### config.mk
export PLATFORM = sky130hd
export DESIGN_NAME = bank_run_monitor
export DESIGN_NICKNAME = d
export VERILOG_FILES = /design/src/rtl/brm_pkg.sv /design/src/rtl/brm_run_tracker.sv /design/src/rtl/brm_stat_accum.sv /design/src/rtl/brm_window.sv /design/src/rtl/bank_run_monitor.sv
export SDC_FILE = /design/constraint.sdc
export NUM_CORES = 2
export LEC_CHECK = 0
export ABC_AREA = 1
export BUFFER_PORTS_ARGS = -buffer_cell sky130_fd_sc_hd__buf_2
export CORE_ASPECT_RATIO = 0.8
export CORE_MARGIN = 5
export CORE_UTILIZATION = 40
export CTS_BUF_LIST = sky130_fd_sc_hd__clkbuf_8
export DETAILED_ROUTE_END_ITERATION = 12
export HOLD_SLACK_MARGIN = 0.02
export PLACE_DENSITY = 0.56
export SLEW_MARGIN = 20
export SYNTH_ARGS = -nofsm -noshare
export SYNTH_HDL_FRONTEND = slang
export SYNTH_SLANG_ARGS = --single-unit
### constraint.sdc
create_clock -name clk -period 2.6 [get_ports clk]
set_input_delay 0.39 -clock clk [delete_from_list [all_inputs] [get_ports clk]]
set_output_delay 0.39 -clock clk [all_outputs]
set_load 0.02 [all_outputs]
### src/rtl/brm_pkg.sv
package brm_pkg;
   localparam int unsigned BRM_DEFAULT_WINDOW = 8192;

   typedef enum logic {
      RUN_QUIET = 1'b0,
      RUN_BUSY  = 1'b1
   } run_kind_e;
endpackage

### src/rtl/brm_run_tracker.sv
module brm_run_tracker
   import brm_pkg::*;
#(
   parameter int unsigned LEN_W = 16
) (
   input  logic             clk,
   input  logic             rst_n,
   input  logic             clear,
   input  logic             en,
   output logic             busy_done,
   output logic             quiet_done,
   output logic [LEN_W-1:0] done_len
);
   localparam logic [LEN_W-1:0] LEN_MAX = {LEN_W{1'b1}};

   run_kind_e        cur_kind;
   logic             started;
   logic             bounded;
   logic [LEN_W-1:0] run_len;
   logic             change;

   assign change     = started && !clear && (run_kind_e'(en) != cur_kind);
   assign busy_done  = change && bounded && (cur_kind == RUN_BUSY);
   assign quiet_done = change && bounded && (cur_kind == RUN_QUIET);
   assign done_len   = run_len;

   always_ff @(posedge clk or negedge rst_n) begin
      if (!rst_n) begin
         started  <= 1'b0;
         bounded  <= 1'b0;
         cur_kind <= RUN_QUIET;
         run_len  <= '0;
      end else if (clear || !started) begin
         started  <= 1'b1;
         bounded  <= 1'b0;
         cur_kind <= run_kind_e'(en);
         run_len  <= LEN_W'(1);
      end else if (change) begin
         bounded  <= 1'b1;
         cur_kind <= run_kind_e'(en);
         run_len  <= LEN_W'(1);
      end else if (run_len != LEN_MAX) begin
         run_len  <= run_len + 1'b1;
      end
   end
endmodule

### src/rtl/brm_stat_accum.sv
module brm_stat_accum #(
   parameter int unsigned LEN_W = 16,
   parameter int unsigned SUM_W = 32,
   parameter int unsigned CNT_W = 16
) (
   input  logic             clk,
   input  logic             rst_n,
   input  logic             clear,
   input  logic             done,
   input  logic [LEN_W-1:0] len,
   output logic [CNT_W-1:0] count,
   output logic [SUM_W-1:0] total,
   output logic [LEN_W-1:0] longest
);
   localparam logic [CNT_W-1:0] CNT_MAX = {CNT_W{1'b1}};
   localparam logic [SUM_W-1:0] SUM_MAX = {SUM_W{1'b1}};

   logic [SUM_W:0] sum_wide;
   assign sum_wide = {1'b0, total} + (SUM_W+1)'(len);

   always_ff @(posedge clk or negedge rst_n) begin
      if (!rst_n) begin
         count   <= '0;
         total   <= '0;
         longest <= '0;
      end else if (clear) begin
         count   <= '0;
         total   <= '0;
         longest <= '0;
      end else if (done) begin
         if (count != CNT_MAX) count <= count + 1'b1;
         total <= sum_wide[SUM_W] ? SUM_MAX : sum_wide[SUM_W-1:0];
         if (len > longest) longest <= len;
      end
   end
endmodule

### src/rtl/brm_window.sv
module brm_window #(
   parameter int unsigned NUM_BANKS = 4,
   parameter int unsigned WINDOW    = 8192,
   parameter int unsigned ACC_W     = $clog2(WINDOW + 1)
) (
   input  logic                            clk,
   input  logic                            rst_n,
   input  logic                            clear,
   input  logic [NUM_BANKS-1:0]            en,
   output logic [NUM_BANKS-1:0][ACC_W-1:0] latched
);
   localparam int unsigned WCNT_W = (WINDOW > 1) ? $clog2(WINDOW) : 1;
   localparam logic [WCNT_W-1:0] LAST = WCNT_W'(WINDOW - 1);

   logic [WCNT_W-1:0] wcnt;
   logic              wrap;

   assign wrap = (wcnt == LAST);

   always_ff @(posedge clk or negedge rst_n) begin
      if (!rst_n)          wcnt <= '0;
      else if (clear || wrap) wcnt <= '0;
      else                 wcnt <= wcnt + 1'b1;
   end

   for (genvar b = 0; b < NUM_BANKS; b++) begin : g_bank
      logic [ACC_W-1:0] acc;
      logic [ACC_W-1:0] acc_next;
      assign acc_next = acc + ACC_W'(en[b]);

      always_ff @(posedge clk or negedge rst_n) begin
         if (!rst_n) begin
            acc        <= '0;
            latched[b] <= '0;
         end else if (clear) begin
            acc        <= '0;
            latched[b] <= '0;
         end else if (wrap) begin
            acc        <= '0;
            latched[b] <= acc_next;
         end else begin
            acc        <= acc_next;
         end
      end
   end
endmodule

### src/rtl/bank_run_monitor.sv
module bank_run_monitor
   import brm_pkg::*;
#(
   parameter int unsigned NUM_BANKS = 4,
   parameter int unsigned LEN_W     = 16,
   parameter int unsigned SUM_W     = 32,
   parameter int unsigned CNT_W     = 16,
   parameter int unsigned WINDOW    = BRM_DEFAULT_WINDOW,
   parameter int unsigned ACC_W     = $clog2(WINDOW + 1)
) (
   input  logic                            clk,
   input  logic                            rst_n,
   input  logic                            clear,
   input  logic [NUM_BANKS-1:0]            bank_en,
   output logic [NUM_BANKS-1:0][CNT_W-1:0] act_count,
   output logic [NUM_BANKS-1:0][SUM_W-1:0] act_sum,
   output logic [NUM_BANKS-1:0][LEN_W-1:0] act_max,
   output logic [NUM_BANKS-1:0][CNT_W-1:0] idle_count,
   output logic [NUM_BANKS-1:0][SUM_W-1:0] idle_sum,
   output logic [NUM_BANKS-1:0][LEN_W-1:0] idle_max,
   output logic [NUM_BANKS-1:0][ACC_W-1:0] win_active
);
   initial begin
      if (NUM_BANKS < 1)      $fatal(1, "NUM_BANKS must be at least 1");
      if (LEN_W < 2)          $fatal(1, "LEN_W must be at least 2");
      if (SUM_W < LEN_W)      $fatal(1, "SUM_W must not be narrower than LEN_W");
      if (CNT_W < 1)          $fatal(1, "CNT_W must be at least 1");
      if (WINDOW < 2)         $fatal(1, "WINDOW must be at least 2");
      if (ACC_W < $clog2(WINDOW + 1)) $fatal(1, "ACC_W too narrow for WINDOW");
   end

   for (genvar b = 0; b < NUM_BANKS; b++) begin : g_bank
      logic             busy_done;
      logic             quiet_done;
      logic [LEN_W-1:0] done_len;

      brm_run_tracker #(.LEN_W(LEN_W)) u_track (
         .clk        (clk),
         .rst_n      (rst_n),
         .clear      (clear),
         .en         (bank_en[b]),
         .busy_done  (busy_done),
         .quiet_done (quiet_done),
         .done_len   (done_len)
      );

      brm_stat_accum #(.LEN_W(LEN_W), .SUM_W(SUM_W), .CNT_W(CNT_W)) u_busy (
         .clk     (clk),
         .rst_n   (rst_n),
         .clear   (clear),
         .done    (busy_done),
         .len     (done_len),
         .count   (act_count[b]),
         .total   (act_sum[b]),
         .longest (act_max[b])
      );

      brm_stat_accum #(.LEN_W(LEN_W), .SUM_W(SUM_W), .CNT_W(CNT_W)) u_quiet (
         .clk     (clk),
         .rst_n   (rst_n),
         .clear   (clear),
         .done    (quiet_done),
         .len     (done_len),
         .count   (idle_count[b]),
         .total   (idle_sum[b]),
         .longest (idle_max[b])
      );
   end

   brm_window #(.NUM_BANKS(NUM_BANKS), .WINDOW(WINDOW), .ACC_W(ACC_W)) u_window (
      .clk     (clk),
      .rst_n   (rst_n),
      .clear   (clear),
      .en      (bank_en),
      .latched (win_active)
   );
endmodule

==> impl_metrics.ini <==
[clock_network]
cts_sinks = 713
cts_buffer_depth = 3
clk_pin_slew_worst_paths_ps = 60
htreeDepth = 4
cts_buffers = 135
root_buffer = clkbuf_8
cts_tree = built
clk_latency_ps = 860

[timing]
hold_viol = 0
holdWs_ps = 150
fin_crit_sh_pct = 97.7
period_needed_ps = 2540
maxSlewHeadroom_pct = 45.0
worstMarginPinSlew_ps = 817
setup_viol = 0
rsz0062_at_grt = yes
fin_worst_skew_ps = 60.3
maxSlewViolCount = 0
fmax_mhz = 394

[worst_setup_path]
cp.required_ps = 3390
path_buf_inv = 3
critPathKind = reg2reg
reg2regPathDepth = 7
worstPathCellList = buf_4, inv_1, nor4_1, nand3_1, nand3b_1, o21ai_0, buf_4
crit_path_end_kind = flip-flop
startpoint_type = flip-flop
slowest_delay_ps = 740
worst_path_most_repeated_cell = buf_4
cp_max_fo = 5
slowest_stage = nor4_1
cp_num_cells = 7
cp_top_family = simple AND/OR/NAND/NOR gates
cp.arrival_ps = 3330

[routing]
drtAntennaViolNets = 0
drtIter0Drc = 3587
vias_per_cell = 5.02
firstDrtPassIters = 6
routed_wl_mm = 174
wl_per_cell_microns = 18.0
dr_total_vias = 48500
drc = 0

[die]
ios = 575
core_area_sq_mm = 0.121
start_util_pct = 40.3
die_x_microns = 400
die-height_microns = 322
die_area_sq_mm = 0.129
rows = 114

[synthesis]
netlist_instances = 7214
synth_flop_cell = dfrtp_1
ys.warnings.count = 0
ys_ff_latch = 713
yosysUniqueCellTypes = 56
seq_area_frac_synth_pct = 36.6
async_flop_share_pct = 100
avgSynthCellArea_sq_um = 6.75
synth_area_sq_mm = 0.0487
synth-edff-count = 0

[grt]
gr-total-overflow = 0
met3_usage_pct = 5.50
grt_pass1_vias = 45900
grt_pass1_wl_mm = 270
grt_use_met2_pct = 41.1
antenna_found_initial = 2
track_usage_pct = 26.6
busiest_layer = met2
grtUsageMet1_pct = 37.5
grt_max_degree = 76

[placement]
io_buffers = 574
dpl.hpwl_mm = 135
dpl.cell_count = 9422
place.gp.congestion = 0.943

[final_layout]
fin_nets = 8240
drive_gt1_share_pct = 13.7
fin_util_pct = 47.7
area_delta_synth_final_pct = 18.3
instances_no_fill = 9675
layout.filler_cells = 12600
regArea_sq_mm = 0.0179
multi_input_area_sq_mm = 0.0265

[min_path]
whs_path_depth = 4
hp-class = in2reg

[outcome]
status = finished, final reports clean

[job]
cap_viol_max_count = 0

[power]
vdd_drop_max_mv = 0.366
p_per_area_mw_per_mm2 = 424
leakage_nw = 32.9
[layout by cell type, fill, tap and decap left out, drive strengths merged, types with 169 or more instances in the layout]
cell type / synthesis / final
nor2: 586 / 586
buf: 75 / 748
nand3: 611 / 611
a21oi: 209 / 209
dfrtp: 713 / 713
nand2: 2697 / 2697
inv: 1002 / 1038
ha: 277 / 277
o21ai: 248 / 248
clkbuf: 87 / 174
nor3: 169 / 169
[cells in the mapped netlist (5+ instances only)]
| cell | n | area, sq um |
|---|---|---|
| o21bai_1 | 25 | 188 |
| o21ai_1 | 12 | 60.1 |
| nor3_2 | 5 | 50.1 |
| nor2_1 | 578 | 2170 |
| inv_2 | 26 | 97.6 |
| o21ai_0 | 234 | 1170 |
| nand3_1 | 609 | 3050 |
| and2_1 | 8 | 50.1 |
| nand3b_1 | 24 | 180 |
| buf_1 | 20 | 75.1 |
| ha_1 | 277 | 3470 |
| nand2_1 | 2673 | 10000 |
| dfrtp_1 | 713 | 17800 |
| xor2_1 | 111 | 972 |
| xnor2_1 | 66 | 578 |
| or2_2 | 22 | 138 |
| buf_2 | 37 | 185 |
| a21boi_0 | 10 | 75.1 |
| clkbuf_1 | 87 | 327 |
| and3_1 | 7 | 43.8 |
| nor3_1 | 160 | 801 |
| o21a_1 | 12 | 90.1 |
| fa_1 | 8 | 160 |
| nand2_2 | 20 | 125 |
| a211oi_1 | 5 | 37.5 |
| a21oi_1 | 208 | 1040 |
| a31oi_1 | 23 | 144 |
| buf_6 | 5 | 56.3 |
| buf_4 | 13 | 97.6 |
| o31ai_1 | 68 | 510 |
| nor4_1 | 18 | 113 |
| inv_1 | 975 | 3660 |
| nand4_1 | 108 | 676 |
[layer usage]
layer  routed length [microns]  part of all wire, %
met2                     76500                   44
met1                     80800                   46
met5                        13               0.0075
met4                      5010                  2.9
met3                     11600                  6.7
[where the power goes]
group / internal [W] / total, W / switching (W) / leakage, nW
sequential: 0.0112 / 0.0113 / 0.0000998 / 9.90
combinational: 0.000335 / 0.00128 / 0.000947 / 21.4
clock: 0.00653 / 0.0119 / 0.00532 / 1.59
total: 0.0181 / 0.0244 / 0.00637 / 32.9
[final cells by class]
cell class | instances | area share, %
Timing Repair inverter | 3 | 0.0391
Clock buffer | 174 | 4.16
Clock inverter | 65 | 0.825
Timing Repair Buffer | 753 | 7.88
Multi-Input combinational cell | 5340 | 46.0
Sequential cell | 713 | 31.0
Antenna cell | 1 | 0.00434
Inverter | 1002 | 6.56
Tap cell | 1624 | 3.53
[cell families after synthesis]
| group | share of synthesized area (%) |
|---|---|
| and+or+nand+nor | 36.3 |
| buffers and inverters | 9.25 |
| DFF | 36.6 |
| AOI/OAI and AO/OA | 7.14 |
| adders and majority gates | 7.44 |
| xor gates and xnor gates | 3.18 |
| other | 0.00770 |
[worst register-to-register path: cells and delay by family, from the launching register on]
family,cells,cell delay (ps)
buffers and inverters,3,450
DFF,1,560
and+or+nand+nor,3,1280
AOI/OAI and AO/OA,1,210
[state kept, by name (all words and copies together) (netlist names)]
register,count
g_bank.u_track.started,4
g_bank.u_quiet.total,128
g_bank.u_quiet.longest,64
g_bank.u_busy.count,64
g_bank.u_busy.total,128
g_bank.u_track.bounded,4
u_window.latched,56
g_bank.u_track.cur_kind,4
g_bank.u_quiet.count,64
u_window.g_bank.acc,56
u_window.wcnt,13
g_bank.u_busy.longest,64
g_bank.u_track.done_len,64
[stage by stage]
| step | cell area, sq um | power [W] | setup TNS [ps] | setup WS (ps) |
|---|---|---|---|---|
| 2_1_floorplan | 48700 | 0.0121 | 0 | 283 |
| 3_3_place_gp | 54400 | 0.0128 | 0 | 72.6 |
| 3_5_place_dp | 54400 | 0.0128 | -1.77 | -1.77 |
| 4_1_cts | 57400 | 0.0248 | 0 | 32.9 |
| 5_1_grt | 57600 | 0.0255 | -171 | -32.1 |
| 6_report | 57600 | 0.0244 | 0 | 60.8 |
[repair_timing]
action,4_1_cts,5_1_grt
cloned,1,2
endpoints found under the hold margin,622,0
gates resized for setup,5,84
setup endpoints to repair,2,175
hold buffers,6,0
buffers inserted,0,4
pin swaps,0,6
[path summary, 6_finish.rpt]
| path | slack [ps] | end | start |
|---|---|---|---|
| setup / recovery | 60 | g_bank[1].u_track.done_len[0]$_DFFE_PN0P_ | g_bank[1].u_track.done_len[11]$_DFFE_PN0P_ |
| hold / removal | 150 | g_bank[3].u_busy.longest[2]$_DFFE_PN0P_ | clear |
| setup reg to reg | 60 | g_bank[1].u_track.done_len[0]$_DFFE_PN0P_ | g_bank[1].u_track.done_len[11]$_DFFE_PN0P_ |
| hold reg to reg | 470 | u_window.wcnt[0]$_DFF_PN0_ | u_window.wcnt[0]$_DFF_PN0_ |
| max in group asynchronous | 1800 | g_bank[0].u_quiet.longest[1]$_DFFE_PN0P_ | rst_n |
| min in group asynchronous | 210 | u_window.g_bank[0].acc[10]$_DFF_PN0_ | rst_n |
Power figures use the tool's default switching activity.
